--- src/rtl/irqx_pkg.sv ---
package irqx_pkg;
  // Byte offsets of the register window. The host software decodes these.
  localparam int unsigned OFF_PEND  = 'h16;
  localparam int unsigned OFF_LIVE  = 'h18;
  localparam int unsigned OFF_ENSET = 'h1A;
  localparam int unsigned OFF_ENCLR = 'h1C;

  typedef enum logic [2:0] {
    SEL_NONE,
    SEL_PEND,
    SEL_LIVE,
    SEL_ENSET,
    SEL_ENCLR
  } reg_sel_e;
endpackage

--- src/rtl/irqx_sync.sv ---
module irqx_sync #(
  parameter int W      = 16,
  parameter int STAGES = 2
) (
  input  logic         clk,
  input  logic         rst,
  input  logic [W-1:0] async_i,
  output logic [W-1:0] sync_o
);
  logic [W-1:0] stage_q [STAGES];

  always_ff @(posedge clk) begin
    if (rst) stage_q[0] <= '0;
    else     stage_q[0] <= async_i;
  end

  for (genvar s = 1; s < STAGES; s++) begin : g_stage
    always_ff @(posedge clk) begin
      if (rst) stage_q[s] <= '0;
      else     stage_q[s] <= stage_q[s-1];
    end
  end

  assign sync_o = stage_q[STAGES-1];
endmodule

--- src/rtl/irqx_pend.sv ---
module irqx_pend #(
  parameter int W = 16
) (
  input  logic         clk,
  input  logic         rst,
  input  logic [W-1:0] level_i,
  input  logic [W-1:0] ack_i,
  output logic [W-1:0] rise_o,
  output logic [W-1:0] pend_o
);
  logic [W-1:0] prev_q;
  logic [W-1:0] pend_q;

  assign rise_o = level_i & ~prev_q;

  always_ff @(posedge clk) begin
    if (rst) begin
      prev_q <= '0;
      pend_q <= '0;
    end else begin
      prev_q <= level_i;
      // a new edge overrides an acknowledge in the same clock
      pend_q <= (pend_q & ~ack_i) | rise_o;
    end
  end

  assign pend_o = pend_q;
endmodule

--- src/rtl/irqx_enable.sv ---
module irqx_enable #(
  parameter int W = 16
) (
  input  logic         clk,
  input  logic         rst,
  input  logic [W-1:0] set_i,
  input  logic [W-1:0] clr_i,
  output logic [W-1:0] en_o
);
  logic [W-1:0] en_q;

  always_ff @(posedge clk) begin
    if (rst) en_q <= '0;
    else     en_q <= (en_q | set_i) & ~clr_i;
  end

  assign en_o = en_q;
endmodule

--- src/rtl/irq_expander.sv ---
module irq_expander #(
  parameter int N_SRC       = 16,
  parameter int ADDR_W      = 5,
  parameter int SYNC_STAGES = 2
) (
  input  logic              clk,
  input  logic              rst,
  input  logic [N_SRC-1:0]  src_i,
  input  logic [ADDR_W-1:0] bus_addr,
  input  logic              bus_wr,
  input  logic              bus_rd,
  input  logic [N_SRC-1:0]  bus_wdata,
  output logic [N_SRC-1:0]  bus_rdata,
  output logic              irq_o
);
  import irqx_pkg::*;

  localparam logic [ADDR_W-1:0] A_PEND  = ADDR_W'(OFF_PEND);
  localparam logic [ADDR_W-1:0] A_LIVE  = ADDR_W'(OFF_LIVE);
  localparam logic [ADDR_W-1:0] A_ENSET = ADDR_W'(OFF_ENSET);
  localparam logic [ADDR_W-1:0] A_ENCLR = ADDR_W'(OFF_ENCLR);

  reg_sel_e         sel;
  logic [N_SRC-1:0] live_w, rise_w, pend_w, en_w;
  logic [N_SRC-1:0] ack_w, set_w, clr_w;
  logic [N_SRC-1:0] rdata_q, rd_mux;
  logic             irq_q;

  always_comb begin
    unique case (bus_addr)
      A_PEND:  sel = SEL_PEND;
      A_LIVE:  sel = SEL_LIVE;
      A_ENSET: sel = SEL_ENSET;
      A_ENCLR: sel = SEL_ENCLR;
      default: sel = SEL_NONE;
    endcase
  end

  assign ack_w = (bus_wr && sel == SEL_PEND)  ? bus_wdata : '0;
  assign set_w = (bus_wr && sel == SEL_ENSET) ? bus_wdata : '0;
  assign clr_w = (bus_wr && sel == SEL_ENCLR) ? bus_wdata : '0;

  irqx_sync #(.W(N_SRC), .STAGES(SYNC_STAGES)) u_sync (
    .clk(clk), .rst(rst), .async_i(src_i), .sync_o(live_w)
  );

  irqx_pend #(.W(N_SRC)) u_pend (
    .clk(clk), .rst(rst), .level_i(live_w), .ack_i(ack_w),
    .rise_o(rise_w), .pend_o(pend_w)
  );

  irqx_enable #(.W(N_SRC)) u_en (
    .clk(clk), .rst(rst), .set_i(set_w), .clr_i(clr_w), .en_o(en_w)
  );

  always_comb begin
    unique case (sel)
      SEL_PEND:             rd_mux = pend_w;
      SEL_LIVE:             rd_mux = live_w;
      SEL_ENSET, SEL_ENCLR: rd_mux = en_w;
      default:              rd_mux = '0;
    endcase
  end

  always_ff @(posedge clk) begin
    if (rst) begin
      rdata_q <= '0;
      irq_q   <= 1'b0;
    end else begin
      rdata_q <= bus_rd ? rd_mux : '0;
      irq_q   <= |(pend_w & en_w);
    end
  end

  assign bus_rdata = rdata_q;
  assign irq_o     = irq_q;
endmodule

--- config.mk ---
export PLATFORM = sky130hd
export DESIGN_NAME = irq_expander
export DESIGN_NICKNAME = d
export VERILOG_FILES = /design/src/rtl/irqx_pkg.sv /design/src/rtl/irqx_sync.sv /design/src/rtl/irqx_pend.sv /design/src/rtl/irqx_enable.sv /design/src/rtl/irq_expander.sv
export SDC_FILE = /design/constraint.sdc
export NUM_CORES = 1
export LEC_CHECK = 0
export ABC_AREA = 0
export ABC_CLOCK_PERIOD_IN_PS = 2600
export BUFFER_PORTS_ARGS = -buffer_cell sky130_fd_sc_hd__buf_2
export CORE_MARGIN = 2
export CORE_UTILIZATION = 62
export CTS_BUF_LIST = sky130_fd_sc_hd__clkbuf_4
export DETAILED_ROUTE_END_ITERATION = 12
export GPL_TIMING_DRIVEN = 0
export PLACE_DENSITY = 0.89
export SLEW_MARGIN = 15
export SYNTH_ARGS = -nofsm -noshare
export SYNTH_HDL_FRONTEND = slang
export SYNTH_HIERARCHICAL = 1
export SYNTH_SLANG_ARGS = --single-unit
--- constraint.sdc ---
create_clock -name clk -period 2.6 [get_ports clk]
set_clock_uncertainty 0.2 [all_clocks]
set_input_delay 0.26 -clock clk [delete_from_list [all_inputs] [get_ports clk]]
set_output_delay 0.26 -clock clk [all_outputs]
set_load 0.05 [all_outputs]
After elaboration in Yosys (flattened, before gate mapping)
Memories as Yosys holds them, arrays and structs flattened. Index checks and enable logic that the tools add are counted.

Equality and inequality tests: 8. Multiplexer cells: 10. Bitwise logic cells: 12. Reduce and logical (&&, ||, !) cells: 6.

Operators with widths (count): 16-bit two-way mux (5); 16-bit AND (4); 16-bit NOT (3); 16-bit one-hot mux with 3 select lines (1); 16-bit bitwise OR (2); 5-bit equality test (second input constant) (4); 16-bit OR reduction (1); 3-bit one-hot mux with 4 select lines (1); 3-bit by 2-bit equality test with 1-bit output (second input constant) (2); 2-bit OR reduction (2); 3-bit by 1-bit equality test with 1-bit output (second input constant) (1); 3-bit equality test (second input constant) (1); 1-bit logical AND (3); 1-bit two-way mux (3); 1-bit bitwise OR (2); 1-bit NOT (1).

Register bits: 65. Bits in writable memories: 32. Bits of input ports: 41. Output and inout bits: 17. Logic and storage cells: 42. Memories kept: 1.

Memories: u_sync.stage_q (words 2, bits a word 16, rd ports 2, clocked after Yosys merged registers in 0, wr ports 2, line irqx_sync.sv:10) `logic [W-1:0] stage_q [STAGES];`.

Logic depth before layout (Yosys ltp)
Depth in word-level cells: 8. Gate-level depth with buffers: 6. Gate-level depth less buffers: 5.

Cells and area by module
The synthesis kept the hierarchy.

Modules (own cells, without submodules): irqx_pend (times used 1, cells an instance 99, area an instance 1124.8 um2, seq. area each 640.6 um2); irq_expander (times used 1, cells an instance 128, area an instance 1106.1 um2, seq. area each 340.3 um2); irqx_sync (times used 1, cells an instance 67, area an instance 863.3 um2, seq. area each 640.6 um2); irqx_enable (times used 1, cells an instance 50, area an instance 548.0 um2, seq. area each 320.3 um2).

Worst setup path before layout
No wires, ideal clock.

Kind: input port to flip-flop. Start point: input bus_addr[2]. End point: register u_pend.pend_q[0], in the netlist u_pend/pend_o[0]. Setup time: 0.115 ns. Arrival time: 1.178 ns. Required time: 2.285 ns. Path slack: 1.107 ns. Stages on the path: 6. Buffers on the path: 1. Cells stage by stage: nand2_2 nor4b_4 buf_2 and3_1 nor2b_1 o21ba_2.

Cells in the longest elaborated chain, start to end: 8. Elaborated cells between the ends (all ways): 11. Classes of those cells: eq/ne (5); mux (2); bitwise (3); reduce/logical (1).

Ends and longest elaborated chain: from (decl) (line irq_expander.sv:9) `input logic [ADDR_W-1:0] bus_addr,`; 5-bit equality test (line irq_expander.sv:30) `unique case (bus_addr)`; 3-bit one-hot mux with 4 select lines * (line irq_expander.sv:30); 3-bit by 1-bit equality test with 1-bit output * (line irq_expander.sv:39) `assign ack_w = (bus_wr && sel == SEL_PEND) ? bus_wdata : '0;`; 1-bit logical AND * (line irq_expander.sv:39); 16-bit two-way mux * (line irq_expander.sv:39); via ack_w[0] (line irq_expander.sv:25) `logic [N_SRC-1:0] ack_w, set_w, clr_w;`; 16-bit NOT * (line irqx_pend.sv:23) `pend_q <= (pend_q & ~ack_i) | rise_o;`; 16-bit AND * (line irqx_pend.sv:23); 16-bit bitwise OR * (line irqx_pend.sv:23); to (signal assigned) (line irqx_pend.sv:23); to (decl) (line irqx_pend.sv:12) `logic [W-1:0] pend_q;`.

Mark *: on every way through the listed nets, which the timed path passes. The rest lies on a longest branch. A chain may end at the register's enable or synchronous reset.

Worst setup path after layout
Start point: input rst. End point: register rdata_q[0], in the netlist bus_rdata[0].

Cells in the longest elaborated chain, start to end: 1.

Ends and longest elaborated chain: from (decl) (line irq_expander.sv:7) `input logic rst,`; 2-bit OR reduction (no source line); to (signal assigned) (line irq_expander.sv:70) `rdata_q <= bus_rd ? rd_mux : '0;`; to (decl) (line irq_expander.sv:26) `logic [N_SRC-1:0] rdata_q, rd_mux;`.

Every way passes these cells.

==> impl_metrics.tcl <==
set metrics [dict create \
    drive_above_1_share 0.2572 \
    netlist_area_sq_um 3642 \
    drcViolationCount 0 \
    clkTransAtPathRegs_ns 0.14 \
    cts_tree "built" \
    cts_buffers 9 \
    portBuffers 57 \
    mostFrequentLayoutCells "dfxtp_1, nor2b_1, buf_2" \
    cts.path.max_buffers 2 \
    row_count 27 \
    cap_violations 0 \
    synth-seq-area-share 0.5332 \
    overflow 0 \
    drv_slew 0 \
    grt_pass1_wl_mm 13.87 \
    hp-class "in -> reg" \
    period_minus_slack_ns 1.960 \
    syn_nets 385 \
    cts_sinks 97 \
    p_per_area_nw_per_um2 584.0 \
    fin_area_sq_um 4518 \
    leakage_nw 1.953 \
    fin_cells 523 \
    fin_crit_sh 0.7537 \
    synth_area_leaders "dfxtp_1, nor2b_1, and2_1, a222oi_1, o21ba_2" \
    post_cts_buffers 0 \
    dr_total_vias 2849 \
    required_ns 2.72 \
    die_w_microns 80.65 \
    fillCellCount 362 \
    multi_input_area_sq_um 1574 \
    layout.nets 487 \
    peakVddDrop_mv 0.4729 \
    worstMarginPinSlew_ns 0.6071 \
    fin_tns_setup_ns 0 \
    core-area_sq_um 5574 \
    placed_area_sq_um 4018 \
    track_usage 0.2889 \
    syn_avg_cell_area_sq_um 10.59 \
    grt_max_degree 17 \
    dieArea_sq_um 6504 \
    yosysTopAreaCell "dfxtp_1" \
    h-tree-depth 3 \
    postCtsHoldBufs 34 \
    hold-worst-slack_ns 0.1554 \
    antenna_found_initial 0 \
    maxClockFrequency_ghz 0.5103 \
    wire_per_inst_microns 16.48 \
    outcome "finished clean" \
    antennaDiodeCount 0 \
    end_kind "register" \
    dp_hpwl_mm 5.392 \
    ant_nets 0 \
    ys_warn_count 6 \
    max_slew_margin 0.5953 \
    start_util 0.6534 \
    hold_viol 0 \
    synth_top_area_share 0.5332 \
    wl_mm 8.618 \
    die_h_microns 80.65 \
    final_util 0.8106 \
    grt_pass1_vias 2891 \
    netlist_instances 344 \
    area_delta_synth_final_pct 24.05 \
    ctsResizeCount 0 \
    mostFrequentLayoutCell "dfxtp_1" \
    rsz0062_at_grt "no" \
    drt_iter0_drc 282 \
    synth-seq-cells 97 \
    seq_area_sq_um 1942 \
    dr.pass1.iters 7 \
    dp.cells 473 \
    post_synth_num_cell_types 29 \
    ios 58 \
    place.gp.congestion 0.8187 \
    clock_latency_ns 0.45 \
    startpoint_type "input pin" \
    setup_viol 0 \
    critPathMaxFanout 13 \
    crit_arrival_ns 2.08 \
    root_buffer "clkbuf_4" \
    crit_type "in -> reg" \
    vias_per_cell 5.447 \
]
## cell usage after synthesis
master     n
a221oi_1   3
a222oi_1  16
a22o_1     3
a22oi_1    2
a31oi_1    1
and2_1    32
and2b_1    2
and3_1    17
and3b_1    1
and4b_1    2
buf_12     1
buf_2      7
buf_4      4
buf_6      3
clkbuf_1   2
dfxtp_1   97
nand2_1    1
nand2_2    1
nand3b_1   1
nor2_1    32
nor2_2     1
nor2b_1   78
nor3_1     6
nor3_2    10
nor3_4     1
nor4b_4    1
nor4bb_1   1
o21ba_2   16
xnor2_1    2
## final timing paths
| check | from | end | slack [ns] | cells past startpoint |
|---|---|---|---|---|
| worst min register to register | u_sync/stage_q[0][6] | u_sync/stage_q[1][6] | 0.24 | 1 |
| worst min-delay path | bus_addr[0] | bus_rdata[11] | 0.16 | 4 |
| worst max-delay path | rst | bus_rdata[0] | 0.64 | 6 |
| worst max register to register | u_pend/pend_o[10] | irq_o | 1.12 | 4 |
## kinds of logic (layout without fill, tap and decap cells)
| logic type | after synthesis | in the layout | share of synthesized area |
|---|---|---|---|
| flip-flops | 97 | 97 | 0.5331 |
| AO/OA/AOI/OAI | 41 | 41 | 0.1082 |
| buffers and inverters | 17 | 124 | 0.03470 |
| XOR/XNOR | 2 | 2 | 0.004810 |
| AND/OR/NAND/NOR | 187 | 187 | 0.3191 |
## where the power goes
group	switching [mW]	total [mW]	internal (mW)	leakage, nW
Sequential	0.0238	1.56	1.53	0.792
Combinational	0.0902	0.208	0.118	1.08
Clock	0.487	0.875	0.389	0.0816
Total	0.601	2.64	2.04	1.95
## stage by stage
stage,power [mW],setup slack [ns]
after global routing,2.729,0.5499
final,2.639,0.6405
after floorplan,1.678,1.107
after detailed placement,1.751,0.7291
after global placement,1.744,0.7607
after CTS,2.637,0.6601
## critical path, stage by stage
cell,delay (ns)
dlygate4sd3_1,0.52
buf_2,0.29
nor4bb_1,0.10
nand2_1,0.25
clkbuf_1,0.52
nor2_1,0.14
## routing by layer
layer | GRT usage | part of all wire | wire (microns) | up-vias
met3 | 0.07528 | 0.060 | 518 | 18
met1 | 0.3352 | 0.41 | 3547 | 1337
met2 | 0.5167 | 0.50 | 4346 | 123
met4 | 0.09153 | 0.024 | 206 | 0
li1 | - | - | - | 1371
met5 | 0 | 0 | 0 | -
## sequential cells by signal (all words and copies together) (netlist names)
| register | flops |
|---|---|
| u_pend/pend_o | 16 |
| u_pend/prev_q | 16 |
| u_en/en_o | 16 |
| u_sync/stage_q | 32 |
| irq_o | 1 |
| bus_rdata | 16 |
## area by class of cell
class	count	share of cell area
well taps	72	0.01994
plain buffers	17	0.02797
clock inverters	7	0.02049
flip-flops and latches	97	0.4298
multi-input cells	230	0.3484
clock buffers	9	0.01495
repair buffers	91	0.1385
Power figures use the tool's default switching activity.
